File: config.mk
export PLATFORM = sky130hd
export DESIGN_NAME = spr_dma
export DESIGN_NICKNAME = d
export VERILOG_FILES = /design/src/rtl/spr_dma_pkg.sv /design/src/rtl/spr_dma_phase.sv /design/src/rtl/spr_dma_ctrl.sv /design/src/rtl/spr_dma_xfer.sv /design/src/rtl/spr_dma.sv
export SDC_FILE = /design/constraint.sdc
export NUM_CORES = 1
export LEC_CHECK = 0
export ABC_AREA = 1
export BUFFER_PORTS_ARGS = -buffer_cell sky130_fd_sc_hd__buf_2
export CORE_MARGIN = 3
export CORE_UTILIZATION = 32
export DETAILED_ROUTE_END_ITERATION = 10
export PLACE_DENSITY_LB_ADDON = 0.1
export SYNTH_ARGS = -nofsm -noshare
export SYNTH_HDL_FRONTEND = slang
export SYNTH_SLANG_ARGS = --single-unit
File: constraint.sdc
create_clock -name clk -period 1 [get_ports clk]
set_input_delay 0.2 -clock clk [delete_from_list [all_inputs] [get_ports clk]]
set_output_delay 0.2 -clock clk [all_outputs]
set_load 0.005 [all_outputs]
File: src/rtl/spr_dma_pkg.sv
`timescale 1ns/1ps
package spr_dma_pkg;
  typedef enum logic [2:0] {
    ST_IDLE  = 3'd0,
    ST_WAIT  = 3'd1,
    ST_ALIGN = 3'd2,
    ST_RD    = 3'd3,
    ST_WR    = 3'd4
  } sdma_state_e;
endpackage

File: src/rtl/spr_dma_phase.sv
`timescale 1ns/1ps
module spr_dma_phase (
  input  logic clk,
  input  logic rst,
  output logic put_phase
);
  always_ff @(posedge clk) begin
    if (rst) put_phase <= 1'b0;
    else     put_phase <= ~put_phase;
  end

  // parity alternates on every cycle after reset
  assert_parity_toggles_R6: assert property (@(posedge clk) disable iff (rst)
    !$past(rst) |-> (put_phase != $past(put_phase)));
endmodule

File: src/rtl/spr_dma_ctrl.sv
`timescale 1ns/1ps
module spr_dma_ctrl
  import spr_dma_pkg::*;
#(
  parameter int ADDR_W    = 16,
  parameter int TRIG_ADDR = 'h4014
) (
  input  logic              clk,
  input  logic              rst,
  input  logic [ADDR_W-1:0] cpu_addr,
  input  logic              cpu_rw,
  input  logic              put_phase,
  input  logic              last,
  output sdma_state_e       st,
  output logic              page_ld
);
  localparam logic [ADDR_W-1:0] TRIG = ADDR_W'(TRIG_ADDR);

  sdma_state_e st_nx;
  logic        trig_hit;

  assign trig_hit = !cpu_rw && (cpu_addr == TRIG);
  assign page_ld  = trig_hit && (st == ST_IDLE || st == ST_WAIT);

  always_comb begin
    st_nx = st;
    case (st)
      ST_IDLE:  if (trig_hit) st_nx = ST_WAIT;
      ST_WAIT:  if (cpu_rw) st_nx = put_phase ? ST_ALIGN : ST_RD;
      ST_ALIGN: st_nx = ST_RD;
      ST_RD:    st_nx = ST_WR;
      ST_WR:    st_nx = last ? ST_IDLE : ST_RD;
      default:  st_nx = ST_IDLE;
    endcase
  end

  always_ff @(posedge clk) begin
    if (rst) st <= ST_IDLE;
    else     st <= st_nx;
  end

  assert_arm_R2: assert property (@(posedge clk) disable iff (rst)
    (st == ST_IDLE && trig_hit) |=> (st == ST_WAIT));
  assert_wait_on_write_R3: assert property (@(posedge clk) disable iff (rst)
    (st == ST_WAIT && !cpu_rw) |=> (st == ST_WAIT));
  assert_no_align_get_R5: assert property (@(posedge clk) disable iff (rst)
    (st == ST_WAIT && cpu_rw && !put_phase) |=> (st == ST_RD));
  assert_align_put_R6: assert property (@(posedge clk) disable iff (rst)
    (st == ST_WAIT && cpu_rw && put_phase) |=> (st == ST_ALIGN));
  assert_read_then_write_R7: assert property (@(posedge clk) disable iff (rst)
    (st == ST_RD) |=> (st == ST_WR));
  assert_release_R8: assert property (@(posedge clk) disable iff (rst)
    (st == ST_WR && last) |=> (st == ST_IDLE));
endmodule

File: src/rtl/spr_dma_xfer.sv
`timescale 1ns/1ps
module spr_dma_xfer
  import spr_dma_pkg::*;
#(
  parameter int ADDR_W    = 16,
  parameter int DATA_W    = 8,
  parameter int PAIRS     = 256,
  parameter int PORT_ADDR = 'h2004
) (
  input  logic              clk,
  input  logic              rst,
  input  sdma_state_e       st,
  input  logic              page_ld,
  input  logic [DATA_W-1:0] cpu_wdata,
  input  logic [DATA_W-1:0] bus_rdata,
  output logic              last,
  output logic [ADDR_W-1:0] dma_addr,
  output logic              dma_rw,
  output logic [DATA_W-1:0] dma_wdata
);
  localparam int IDX_W  = $clog2(PAIRS);
  localparam int PAGE_W = ADDR_W - IDX_W;
  localparam logic [ADDR_W-1:0] PORT = ADDR_W'(PORT_ADDR);

  logic [PAGE_W-1:0] page_q;
  logic [IDX_W-1:0]  idx_q;
  logic [DATA_W-1:0] byte_q;

  always_ff @(posedge clk) begin
    if (rst) begin
      page_q <= '0;
      idx_q  <= '0;
      byte_q <= '0;
    end else begin
      if (page_ld)     page_q <= cpu_wdata[PAGE_W-1:0];
      if (st == ST_RD) byte_q <= bus_rdata;
      if (st == ST_WR)        idx_q <= idx_q + 1'b1;
      else if (st == ST_IDLE) idx_q <= '0;
    end
  end

  assign last      = (idx_q == {IDX_W{1'b1}});
  assign dma_addr  = (st == ST_WR) ? PORT : {page_q, idx_q};
  assign dma_rw    = (st != ST_WR);
  assign dma_wdata = byte_q;

  // the byte written is the byte read in the preceding cycle
  assert_copy_byte_R7: assert property (@(posedge clk) disable iff (rst)
    (st == ST_RD) |=> (dma_wdata == $past(bus_rdata)));
endmodule

File: src/rtl/spr_dma.sv
`timescale 1ns/1ps
module spr_dma
  import spr_dma_pkg::*;
#(
  parameter int ADDR_W    = 16,
  parameter int DATA_W    = 8,
  parameter int PAIRS     = 256,
  parameter int TRIG_ADDR = 'h4014,
  parameter int PORT_ADDR = 'h2004
) (
  input  logic              clk,
  input  logic              rst,
  input  logic [ADDR_W-1:0] cpu_addr,
  input  logic              cpu_rw,
  input  logic [DATA_W-1:0] cpu_wdata,
  input  logic [DATA_W-1:0] bus_rdata,
  output logic              halt,
  output logic              dma_active,
  output logic [ADDR_W-1:0] dma_addr,
  output logic              dma_rw,
  output logic [DATA_W-1:0] dma_wdata
);
  sdma_state_e st;
  logic        put_phase, last, page_ld;

  spr_dma_phase u_phase (.clk(clk), .rst(rst), .put_phase(put_phase));

  spr_dma_ctrl #(.ADDR_W(ADDR_W), .TRIG_ADDR(TRIG_ADDR)) u_ctrl (
    .clk(clk), .rst(rst), .cpu_addr(cpu_addr), .cpu_rw(cpu_rw),
    .put_phase(put_phase), .last(last), .st(st), .page_ld(page_ld));

  spr_dma_xfer #(.ADDR_W(ADDR_W), .DATA_W(DATA_W), .PAIRS(PAIRS),
                 .PORT_ADDR(PORT_ADDR)) u_xfer (
    .clk(clk), .rst(rst), .st(st), .page_ld(page_ld), .cpu_wdata(cpu_wdata),
    .bus_rdata(bus_rdata), .last(last), .dma_addr(dma_addr), .dma_rw(dma_rw),
    .dma_wdata(dma_wdata));

  assign halt       = (st != ST_IDLE);
  assign dma_active = (st == ST_RD) || (st == ST_WR);

  assert_idle_after_reset_R1: assert property (@(posedge clk)
    $past(rst) |-> (!halt && !dma_active));
  assert_master_only_halted_R7: assert property (@(posedge clk) disable iff (rst)
    dma_active |-> halt);
endmodule

==> reports/metrics.cfg, run 1 <==
[timing]
finalCritPeriodShare_pct = 142
tightest_slew_ps = 229
worst_slack_ps = -419
relSlewSlack_pct = 84.7
drv_slew = 0
final_hold_viol_count = 0
max_freq_mhz = 705
rsz0062_at_grt = true
fin_worst_skew_ps = 5.63
min_period_ps = 1420
finalSetupViolCount = 44

[critical_path]
setup.worst_path.end_class = output port
crit_family = flip-flops
worstPathCellList = inv_4 > nand2_8 > nor2_8 > buf_12 > nor2_1 > buf_2
worst_path_max_delay_cell = dfxtp_2
criticalPathCategory = flip-flop to output port
regToRegSetupSlack_ps = -280
r2r-end = u_xfer.idx_q[6]
cp-start-kind = flip-flop
required_ps = 800
critPathArrivalTime_ps = 1220
cp-startpoint = u_ctrl.st[1]
critPathMaxFanout = 6
worst_r2r_startpoint = u_ctrl.st[1]
r2r_cells = 9
slowest_delay_ps = 350
worst-path-buf-inv = 3

[clock_network]
cts-root-buf = clkbuf_8
cts_tree = built
clk_path_buf_depth = 2
worstSkewPairLatency_ps = 270
clk_pin_slew_ps = 100
cts_sinks = 28
postCtsHoldBufs = 0
numCtsBuffers = 3
htreeDepth = 1

[drt]
drt-wirelength-per-cell_um = 10.2
antenna_left = 0
drcViolationCount = 0
via_per_inst = 4.36
firstDrtPassIters = 4
drt_iter0_markers = 84
routed-via-count = 1603
totalWireLength_um = 3740

[power_and_ir_drop]
sequentialPowerShare_pct = 52.0
static-leakage-power_nw = 1.17
power_density_nw_per_um2 = 927
power_switching_uw = 421
p_sw_share_pct = 19.6
pwr-share-clk_pct = 41.3
ir_drop_v = 0.000816
p_int_mw = 1.73
combPwrFrac_pct = 6.7

[die]
top_level_ports = 62
core-area_um2 = 4170
die-area_um2 = 5370
start_util_pct = 34.7
die_width_um = 73.3
rows = 23
dieHeight_um = 73.3

[worst_hold_path]
holdPathEnd = u_xfer.dma_wdata[7]
hp-class = input pin to flip-flop
whs_path_depth = 3
hold_start = bus_rdata[7]

[place]
place_hpwl_um = 2830
post_dp_cell_area_um2 = 2000
port_buffers = 61
finalWeightedCongestion = 0.752

[global_route]
gr-total-overflow = 0
grt_pass1_wl_um = 6210
grt_use_total_pct = 14.3
grt_pass1_vias = 1493
antenna_found_initial = 0
grt_max_degree = 17

[run_status]
outcome = finished, violations left
violations = negative setup slack

[finish]
mostFrequentLayoutCells = buf_2 (60), nor2_1 (52), inv_1 (35)
fin_nets = 355
n_antenna_cell = 0
drive_above_1_share_pct = 46.2
area_delta_synth_final_pct = 59.8
final_common_cell = buf_2
final_util_pct = 55.5
design_area_um2 = 2320

[yosys]
ys_seq_elements = 28
netlist_instances = 223
synth_area_um2 = 1450
syn_nets = 259
postSynthAreaPerCell_um2 = 6.50
synth.distinct_cells = 24
synth_seq_area_share_pct = 38.7
yosysWarnings = 0

[flow_run]
max-cap-violations = 0

through the flow:
| step | total power [mW] | hold WS [ps] | setup slack, ps | instances | TNS, ps |
|---|---|---|---|---|---|
| finish | 2.15 | 151 | -419 | 368 | -10510 |
| global route | 2.23 | 148 | -473 | 368 | -13460 |
| CTS | 2.18 | 131 | -458 | 363 | -11140 |
| detailed placement | 1.28 | 405 | -200 | 353 | -5210 |
| global placement | 1.28 | 402 | -184 | 353 | -4640 |
| floorplan | 1.19 | 262 | -58.9 | 223 | -144 |
state kept, by name, indices dropped and copies added (netlist names):
register / count
u_xfer.page_q: 8
u_xfer.dma_wdata: 8
u_xfer.idx_q: 8
u_phase.put_phase: 1
u_ctrl.st: 3
Yosys cell counts:
cell,instances,area [um^2]
nor2_1,67,251
inv_1,37,139
nand2_1,29,109
dfxtp_1,28,561
o21ai_0,11,55.1
nand4_1,9,56.3
nand3_1,7,35.0
a21oi_1,6,30.0
inv_2,5,18.8
nor2_2,5,31.3
nor3_1,3,15.0
and2_1,2,12.5
buf_2,2,10.0
nor2_4,2,22.5
buf_4,1,7.51
clkinv_1,1,3.75
ha_1,1,12.5
nand2_2,1,6.26
nand2_4,1,11.3
nand3_4,1,17.5
nor2_8,1,20.0
o21ai_2,1,8.76
or2_2,1,6.26
xor2_1,1,8.76
power by group through the flow:
| stage | Combinational, mW | Clock, mW | Sequential, mW |
|---|---|---|---|
| floorplan | 0.0468 | 0 | 1.14 |
| global placement | 0.134 | 0 | 1.14 |
| detailed placement | 0.136 | 0 | 1.14 |
| CTS | 0.139 | 0.919 | 1.12 |
| global route | 0.164 | 0.952 | 1.12 |
| finish | 0.143 | 0.887 | 1.12 |
cells by family (layout without fill, tap and decap cells):
kind of cell | after synthesis | count (layout) | synth area share (%)
AOI/OAI and AO/OA | 18 | 18 | 6.48
xor gates and xnor gates | 1 | 1 | 0.605
adders and majority gates | 1 | 1 | 0.863
buffers and inverters | 46 | 140 | 12.3
DFF | 28 | 28 | 38.7
and+or+nand+nor | 129 | 130 | 41.0
repair_timing:
item / CTS / global route
setup endpoints to repair: 45 / 46
setup buffers: 5 / 5
pin swaps: 9 / 13
resized for setup: 21 / 32
cloned: 1 / 0
final cells by class:
class / instances / area [um^2]
Multi-Input combinational cell: 150 / 852
Clock inverter: 1 / 30.0
Clock buffer: 3 / 41.3
Sequential cell: 28 / 567
Fill cell: 413 / 1860
Timing Repair Buffer: 93 / 587
Tap cell: 50 / 62.6
Inverter: 43 / 176
per-layer routing:
metal / vias to the layer above / part of all wire (%) / routed length [um] / track usage, %
met4: 0 / 0.35 / 13 / 1.81
met3: 2 / 5.8 / 217 / 3.28
li1: 869 / - / - / -
met1: 696 / 45 / 1690 / 17.6
met2: 36 / 48 / 1810 / 26.0
met5: - / 0 / 0 / 0
worst reg2reg max path: stages, from the launching register on:
cell and delay (ps):
dfxtp_2 350, inv_4 80, nand2_8 70, buf_4 160
inv_2 60, nand2_2 60, nor2_4 150, nand2_2 80
o21ai_1 110, a21oi_1 50
how the worst max path moves through the flow:
stage                            endpoint  cells after the start
final                        dma_addr[11]                      6
after global routing          dma_addr[9]                      6
after CTS                     dma_addr[1]                      6
after detailed placement     dma_addr[13]                      5
after global placement       dma_addr[13]                      5
after floorplan           u_xfer.idx_q[6]                      8
Power figures use the tool's default switching activity.
==> inputs of run 2 (changes only) <==
BUFFER_PORTS_ARGS = unset   (was -buffer_cell sky130_fd_sc_hd__buf_2)
DONT_BUFFER_PORTS = 1   (was unset)
SLEW_MARGIN = 15   (was unset)
==> run 2 against run 1 <==
  * The run still ends with negative setup slack left
  * Via count down 14%
  * Worst setup slack better by 71 ps
  * Flip-flop and latch count unchanged
  * Total power down 4.4%
  * Sequential power about the same
  * Register-to-register slack worse by 70 ps
  * Maximum frequency up 5.2%
  * Clock skew up 0.88 ps
  * Sequential share of layout area up 5.0 points
  * Non-clock buffer count down 63
  * Worst hold slack worse by 94 ps
  * Critical endpoint is now dma_addr[10]
==> reports/metrics.cfg, run 2 (synthesized netlist as in run 1, its figures left out) <==
[worst_hold_path]
hp-class = input pin to flip-flop  ; unchanged
whs_path_depth = 2  ; was 3

[timing]
tightest_slew_ps = 215  ; was 229 ps
drv_slew = 0  ; unchanged
finalSetupViolCount = 46  ; was 44
min_period_ps = 1350  ; was 1420 ps
max_freq_mhz = 742  ; was 705 MHz
final_hold_viol_count = 0  ; unchanged
fin_worst_skew_ps = 6.51  ; was 5.63 ps
finalCritPeriodShare_pct = 135  ; was 142%
worst_slack_ps = -348  ; was -419 ps
relSlewSlack_pct = 85.7  ; was 84.7%
setup_tns_ps = -10730  ; was -10,510 ps
rsz0062_at_grt = true  ; unchanged

[place]
finalWeightedCongestion = 0.723  ; was 0.752
dpl.cell_count = 290  ; was 353
place_hpwl_um = 2700  ; was 2830 um
port_buffers = 0  ; was 61
dp_slack_ps = -148  ; was -200 ps
post_dp_cell_area_um2 = 1660  ; was 2000 um^2

[critical_path]
setup.worst_path.end_class = output port  ; unchanged
worst-path-buf-inv = 2  ; was 3
r2r_cells = 9  ; unchanged
worst_path_max_delay_cell = dfxtp_2  ; unchanged
critPathMaxFanout = 7  ; was 6
crit_cells = 5  ; was 6
worstPathCellList = inv_2 > nand2_4 > nor2_8 > buf_6 > nor2_2  ; was inv_4 > nand2_8 > nor2_8 > buf_12 > nor2_1 > buf_2
required_ps = 800  ; about the same
slowest_delay_ps = 340  ; was 350 ps
cp-start-kind = flip-flop  ; unchanged
critPathArrivalTime_ps = 1150  ; was 1220 ps
crit_family = flip-flops  ; unchanged
criticalPathCategory = flip-flop to output port  ; unchanged

[drt]
drcViolationCount = 0  ; unchanged
totalWireLength_um = 3490  ; was 3740 um
antenna_left = 0  ; unchanged
wirelength_met1_um = 1490  ; was 1690 um
top_layer = met4  ; unchanged
drt_iter0_markers = 48  ; was 84
via_per_inst = 4.55  ; was 4.36
wl_met2_um = 1670  ; was 1810 um
drt-wirelength-per-cell_um = 11.5  ; was 10.2 um
routed-via-count = 1382  ; was 1,603
firstDrtPassIters = 5  ; was 4
wl_met3_um = 281  ; was 217 um

[clock_network]
clk_pin_slew_ps = 90  ; was 100 ps
cts_sinks = 28  ; unchanged
cts-root-buf = clkbuf_8  ; unchanged
clk_path_buf_depth = 2  ; unchanged
worstSkewPairLatency_ps = 270  ; about the same
htreeDepth = 1  ; unchanged
numCtsBuffers = 3  ; unchanged
cts_tree = built  ; unchanged

[power_and_ir_drop]
power_density_nw_per_um2 = 1060  ; was 927 nW/um^2
ir_drop_v = 0.000719  ; was 0.000816 V
static-leakage-power_nw = 0.868  ; was 1.17 nW

[flow_run]
max-cap-violations = 0  ; unchanged

[die]
dieHeight_um = 73.3  ; unchanged
die-area_um2 = 5370  ; unchanged
top_level_ports = 62  ; unchanged
start_util_pct = 34.7  ; unchanged
rows = 23  ; unchanged
die_width_um = 73.3  ; unchanged
core-area_um2 = 4170  ; unchanged

[finish]
design_area_um2 = 1930  ; was 2320 um^2
area_delta_synth_final_pct = 33.2  ; was 59.8%
fin_nets = 291  ; was 355
drive_above_1_share_pct = 29.9  ; was 46.2%
stdcell_count = 304  ; was 368
mostFrequentLayoutCells = nor2_1 (58), inv_1 (35), nand2_1 (26)  ; was buf_2 (60), nor2_1 (52), inv_1 (35)
final_common_cell = nor2_1  ; was buf_2
n_antenna_cell = 0  ; unchanged
final_util_pct = 46.3  ; was 55.5%

[global_route]
grt_pass1_vias = 1272  ; was 1,493
gr-total-overflow = 0  ; unchanged
grt_pass1_wl_um = 5740  ; was 6210 um
grt_max_degree = 17  ; unchanged
antenna_found_initial = 0  ; unchanged
grt_use_total_pct = 13.5  ; was 14.3%

[run_status]
outcome = finished, violations left  ; unchanged
violations = negative setup slack  ; unchanged

## run 2: changes by cell type in the layout (fill, tap and decap cells not counted), sizes merged
| cell | delta |
|---|---|
| nor2 | -1 |
| buf | -64 |
| clkinv | +1 |
| dlygate4sd3 | +1 |
| inv | -1 |
## run 2: cell type report
class / instances / area (um^2)
clock buffers: 3 / 41.3
clock inverters: 1 / 30.0
fillers: 455 / 2240
inverters: 43 / 179
multi-input cells: 149 / 793
flip-flops and latches: 28 / 569
well taps: 50 / 62.6
repair buffers: 30 / 255
## run 2: worst paths after layout
path,startpoint,endpoint,slack (ps)
hold reg to reg,u_phase.put_phase,u_phase.put_phase,430
setup reg to reg,u_ctrl.st[1],u_xfer.idx_q[7],-350
setup / recovery,u_ctrl.st[1],dma_addr[10],-350
hold / removal,bus_rdata[7],u_xfer.dma_wdata[7],60
## run 2: worst reg2reg max path: cells and delay by family, from the launching register on
family	cells	cell delay (ps)
simple gates	5	430
buf+inv	3	320
xor+xnor	1	150
flops	1	340
## run 2: repair_timing
action	CTS	global route
setup endpoints to repair	45	46
hold endpoints to repair	4	0
setup buffers	7	3
pin swaps	17	10
hold buffers	1	0
resized for setup	30	13
## run 2: stage by stage
step | total power [mW] | hold WS (ps)
after detailed placement | 1.21 | 267
after floorplan | 1.19 | 262
after global routing | 2.15 | 61.6
after CTS | 2.08 | 53.8
final | 2.05 | 57.5
after global placement | 1.21 | 263
## run 2: routing by layer
| layer | up-vias | global-route usage [%] |
|---|---|---|
| met3 | 6 | 5.34 |
| met1 | 586 | 17.3 |
| li1 | 746 | - |
| met5 | - | 0 |
| met2 | 44 | 21.5 |
| met4 | 0 | 2.82 |
## run 2: power breakdown
| part | leakage, nW | internal, mW | switching, mW |
|---|---|---|---|
| Combinational | 0.603 | 0.0287 | 0.0388 |
| Clock | 0.0357 | 0.536 | 0.336 |
| Sequential | 0.229 | 1.11 | 0.00156 |
==> inputs of run 3 (changes only) <==
REMOVE_ABC_BUFFERS = 1   (was unset)
==> run 3 against run 2 <==
  * The flow still finishes with violations (negative setup slack)
  * Flip-flop and latch count stayed put
  * Clock power is 3.1% higher
  * Design area is 7.8% higher
  * Clock skew is 3.9 ps lower
  * Register-to-register slack better by 30 ps
  * Total power is 1.4% higher
  * Sequential power hardly changed
  * Wire length is 6.4% higher
  * Cell count is 1.3% higher
  * Highest routed layer unchanged
==> reports/metrics.cfg, run 3 (synthesized netlist as in run 1, its figures left out) <==
[drt]
firstDrtPassIters = 2  ; was 5
drt-wirelength-per-cell_um = 12.0  ; was 11.5 um
drt_iter0_markers = 26  ; was 48
antenna_left = 0  ; unchanged
routed-via-count = 1420  ; was 1,382
totalWireLength_um = 3710  ; was 3490 um
drcViolationCount = 0  ; unchanged
via_per_inst = 4.61  ; was 4.55

[global_route]
grt_util_met3_pct = 4.24  ; was 5.34%
gr-total-overflow = 0  ; unchanged
met2_usage_pct = 23.3  ; was 21.5%
grt_pass1_vias = 1289  ; was 1,272
top_usage_layer = met2  ; unchanged
grt_pass1_wl_um = 5750  ; was 5740 um
grt_max_degree = 17  ; unchanged
grt_use_met1_pct = 17.5  ; was 17.3%
antenna_found_initial = 0  ; unchanged
grt_use_total_pct = 14.1  ; was 13.5%

[critical_path]
regToRegSetupSlack_ps = -320  ; was -350 ps
setup.worst_path.end_class = output port  ; unchanged
required_ps = 800  ; about the same
worst_r2r_startpoint = u_ctrl.st[0]  ; was u_ctrl.st[1]
critPathArrivalTime_ps = 1170  ; was 1150 ps
worstPathCellList = inv_2 > nand2_4 > nor2_8 > buf_6 > nor2_2  ; unchanged
cp-startpoint = u_ctrl.st[0]  ; was u_ctrl.st[1]
crit_end = dma_addr[7]  ; was dma_addr[10]
crit_family = flip-flops  ; unchanged
worst-path-buf-inv = 2  ; unchanged
criticalPathCategory = flip-flop to output port  ; unchanged
r2r-end = u_ctrl.st[0]  ; was u_xfer.idx_q[7]
r2r_cells = 8  ; was 9
worst_path_max_delay_cell = dfxtp_2  ; unchanged
cp-start-kind = flip-flop  ; unchanged
critPathMaxFanout = 6  ; was 7
crit_cells = 5  ; unchanged
slowest_delay_ps = 340  ; about the same

[place]
place_hpwl_um = 2610  ; was 2700 um
port_buffers = 0  ; unchanged
finalWeightedCongestion = 0.790  ; was 0.723
post_dp_cell_area_um2 = 1640  ; was 1660 um^2

[timing]
tightest_slew_ps = 377  ; was 215 ps
final_hold_viol_count = 0  ; unchanged
setup_tns_ps = -9290  ; was -10,730 ps
hold_slack_ps = 26.9  ; was 57.5 ps
drv_slew = 0  ; unchanged
fin_worst_skew_ps = 2.65  ; was 6.51 ps
rsz0062_at_grt = true  ; unchanged
finalCritPeriodShare_pct = 137  ; was 135%
max_freq_mhz = 730  ; was 742 MHz
relSlewSlack_pct = 74.8  ; was 85.7%
worst_slack_ps = -370  ; was -348 ps
finalSetupViolCount = 44  ; was 46
min_period_ps = 1370  ; was 1350 ps

[finish]
drive_above_1_share_pct = 38.8  ; was 29.9%
final_util_pct = 49.9  ; was 46.3%
area_delta_synth_final_pct = 43.7  ; was 33.2%
n_antenna_cell = 0  ; unchanged
fin_nets = 295  ; was 291
design_area_um2 = 2080  ; was 1930 um^2
mostFrequentLayoutCells = nor2_1 (44), inv_1 (34), dfxtp_1 (25)  ; was nor2_1 (58), inv_1 (35), nand2_1 (26)
final_common_cell = nor2_1  ; unchanged

[clock_network]
cts-root-buf = clkbuf_8  ; unchanged
cts_tree = built  ; unchanged
worstSkewPairLatency_ps = 280  ; was 270 ps
htreeDepth = 1  ; unchanged
numCtsBuffers = 3  ; unchanged
clk_path_buf_depth = 2  ; unchanged
clk_pin_slew_ps = 100  ; was 90 ps
cts_sinks = 28  ; unchanged

[power_and_ir_drop]
power_switching_uw = 404  ; was 376 uW
static-leakage-power_nw = 0.885  ; was 0.868 nW
pwr-share-clk_pct = 43.2  ; was 42.4%
power_density_nw_per_um2 = 1000  ; was 1060 nW/um^2
sequentialPowerShare_pct = 53.6  ; was 54.3%
finalPower_mw = 2.08  ; was 2.05 mW
combPwrFrac_pct = 3.3  ; about the same
p_int_mw = 1.68  ; about the same
p_sw_share_pct = 19.4  ; was 18.3%
ir_drop_v = 0.000745  ; was 0.000719 V

[worst_hold_path]
hp-class = input pin to flip-flop  ; unchanged

[run_status]
outcome = finished, violations left  ; unchanged
violations = negative setup slack  ; unchanged

[die]
dieHeight_um = 73.3  ; unchanged
core-area_um2 = 4170  ; unchanged
die_width_um = 73.3  ; unchanged
start_util_pct = 34.7  ; unchanged
rows = 23  ; unchanged
die-area_um2 = 5370  ; unchanged
top_level_ports = 62  ; unchanged

[flow_run]
max-cap-violations = 0  ; unchanged

run 3: worst min path at each step:
stage | from | to | slack, ps | cells after the start
3_3_place_gp | rst | u_phase.put_phase | 270 | 1
4_1_cts | bus_rdata[2] | u_xfer.dma_wdata[2] | 30 | 2
5_1_grt | bus_rdata[1] | u_xfer.dma_wdata[1] | 10 | 2
2_1_floorplan | rst | u_phase.put_phase | 270 | 1
3_5_place_dp | rst | u_phase.put_phase | 270 | 1
6_report | bus_rdata[7] | u_xfer.dma_wdata[7] | 30 | 2
run 3: power groups by stage:
stage / sequential (mW) / combinational, mW / clock, mW
6_report: 1.12 / 0.0678 / 0.898
5_1_grt: 1.12 / 0.0781 / 0.984
4_1_cts: 1.12 / 0.0646 / 0.938
3_5_place_dp: 1.14 / 0.0584 / 0
3_3_place_gp: 1.14 / 0.0579 / 0
2_1_floorplan: 1.14 / 0.0437 / 0
run 3: stage by stage:
stage / setup slack [ps] / std cells
3_3_place_gp: -253 / 290
4_1_cts: -365 / 305
2_1_floorplan: -127 / 220
6_report: -370 / 308
3_5_place_dp: -230 / 290
5_1_grt: -426 / 308
run 3: routing by layer:
metal,routed length [um],vias to the layer above,part of all wire [%]
met2,1810,37,49
met3,277,6,7.5
met5,0,-,0
met4,74,0,2.0
met1,1550,628,42
li1,-,749,-
run 3: area by class of cell:
cell class | count | area (um^2)
inverters | 43 | 171
flip-flops and latches | 28 | 567
clock inverters | 1 | 30.0
well taps | 50 | 62.6
multi-input cells | 150 | 893
clock buffers | 3 | 41.3
repair buffers | 33 | 317
fillers | 435 | 2090
run 3: repair_timing:
action / in CTS / in global routing
gates resized for setup: 47 / 38
pin swaps: 7 / 15
buffers inserted: 8 / 6
gates cloned: 2 / 0
hold endpoints to repair: 4 / 0
hold buffers: 1 / 0
setup endpoints to repair: 46 / 46
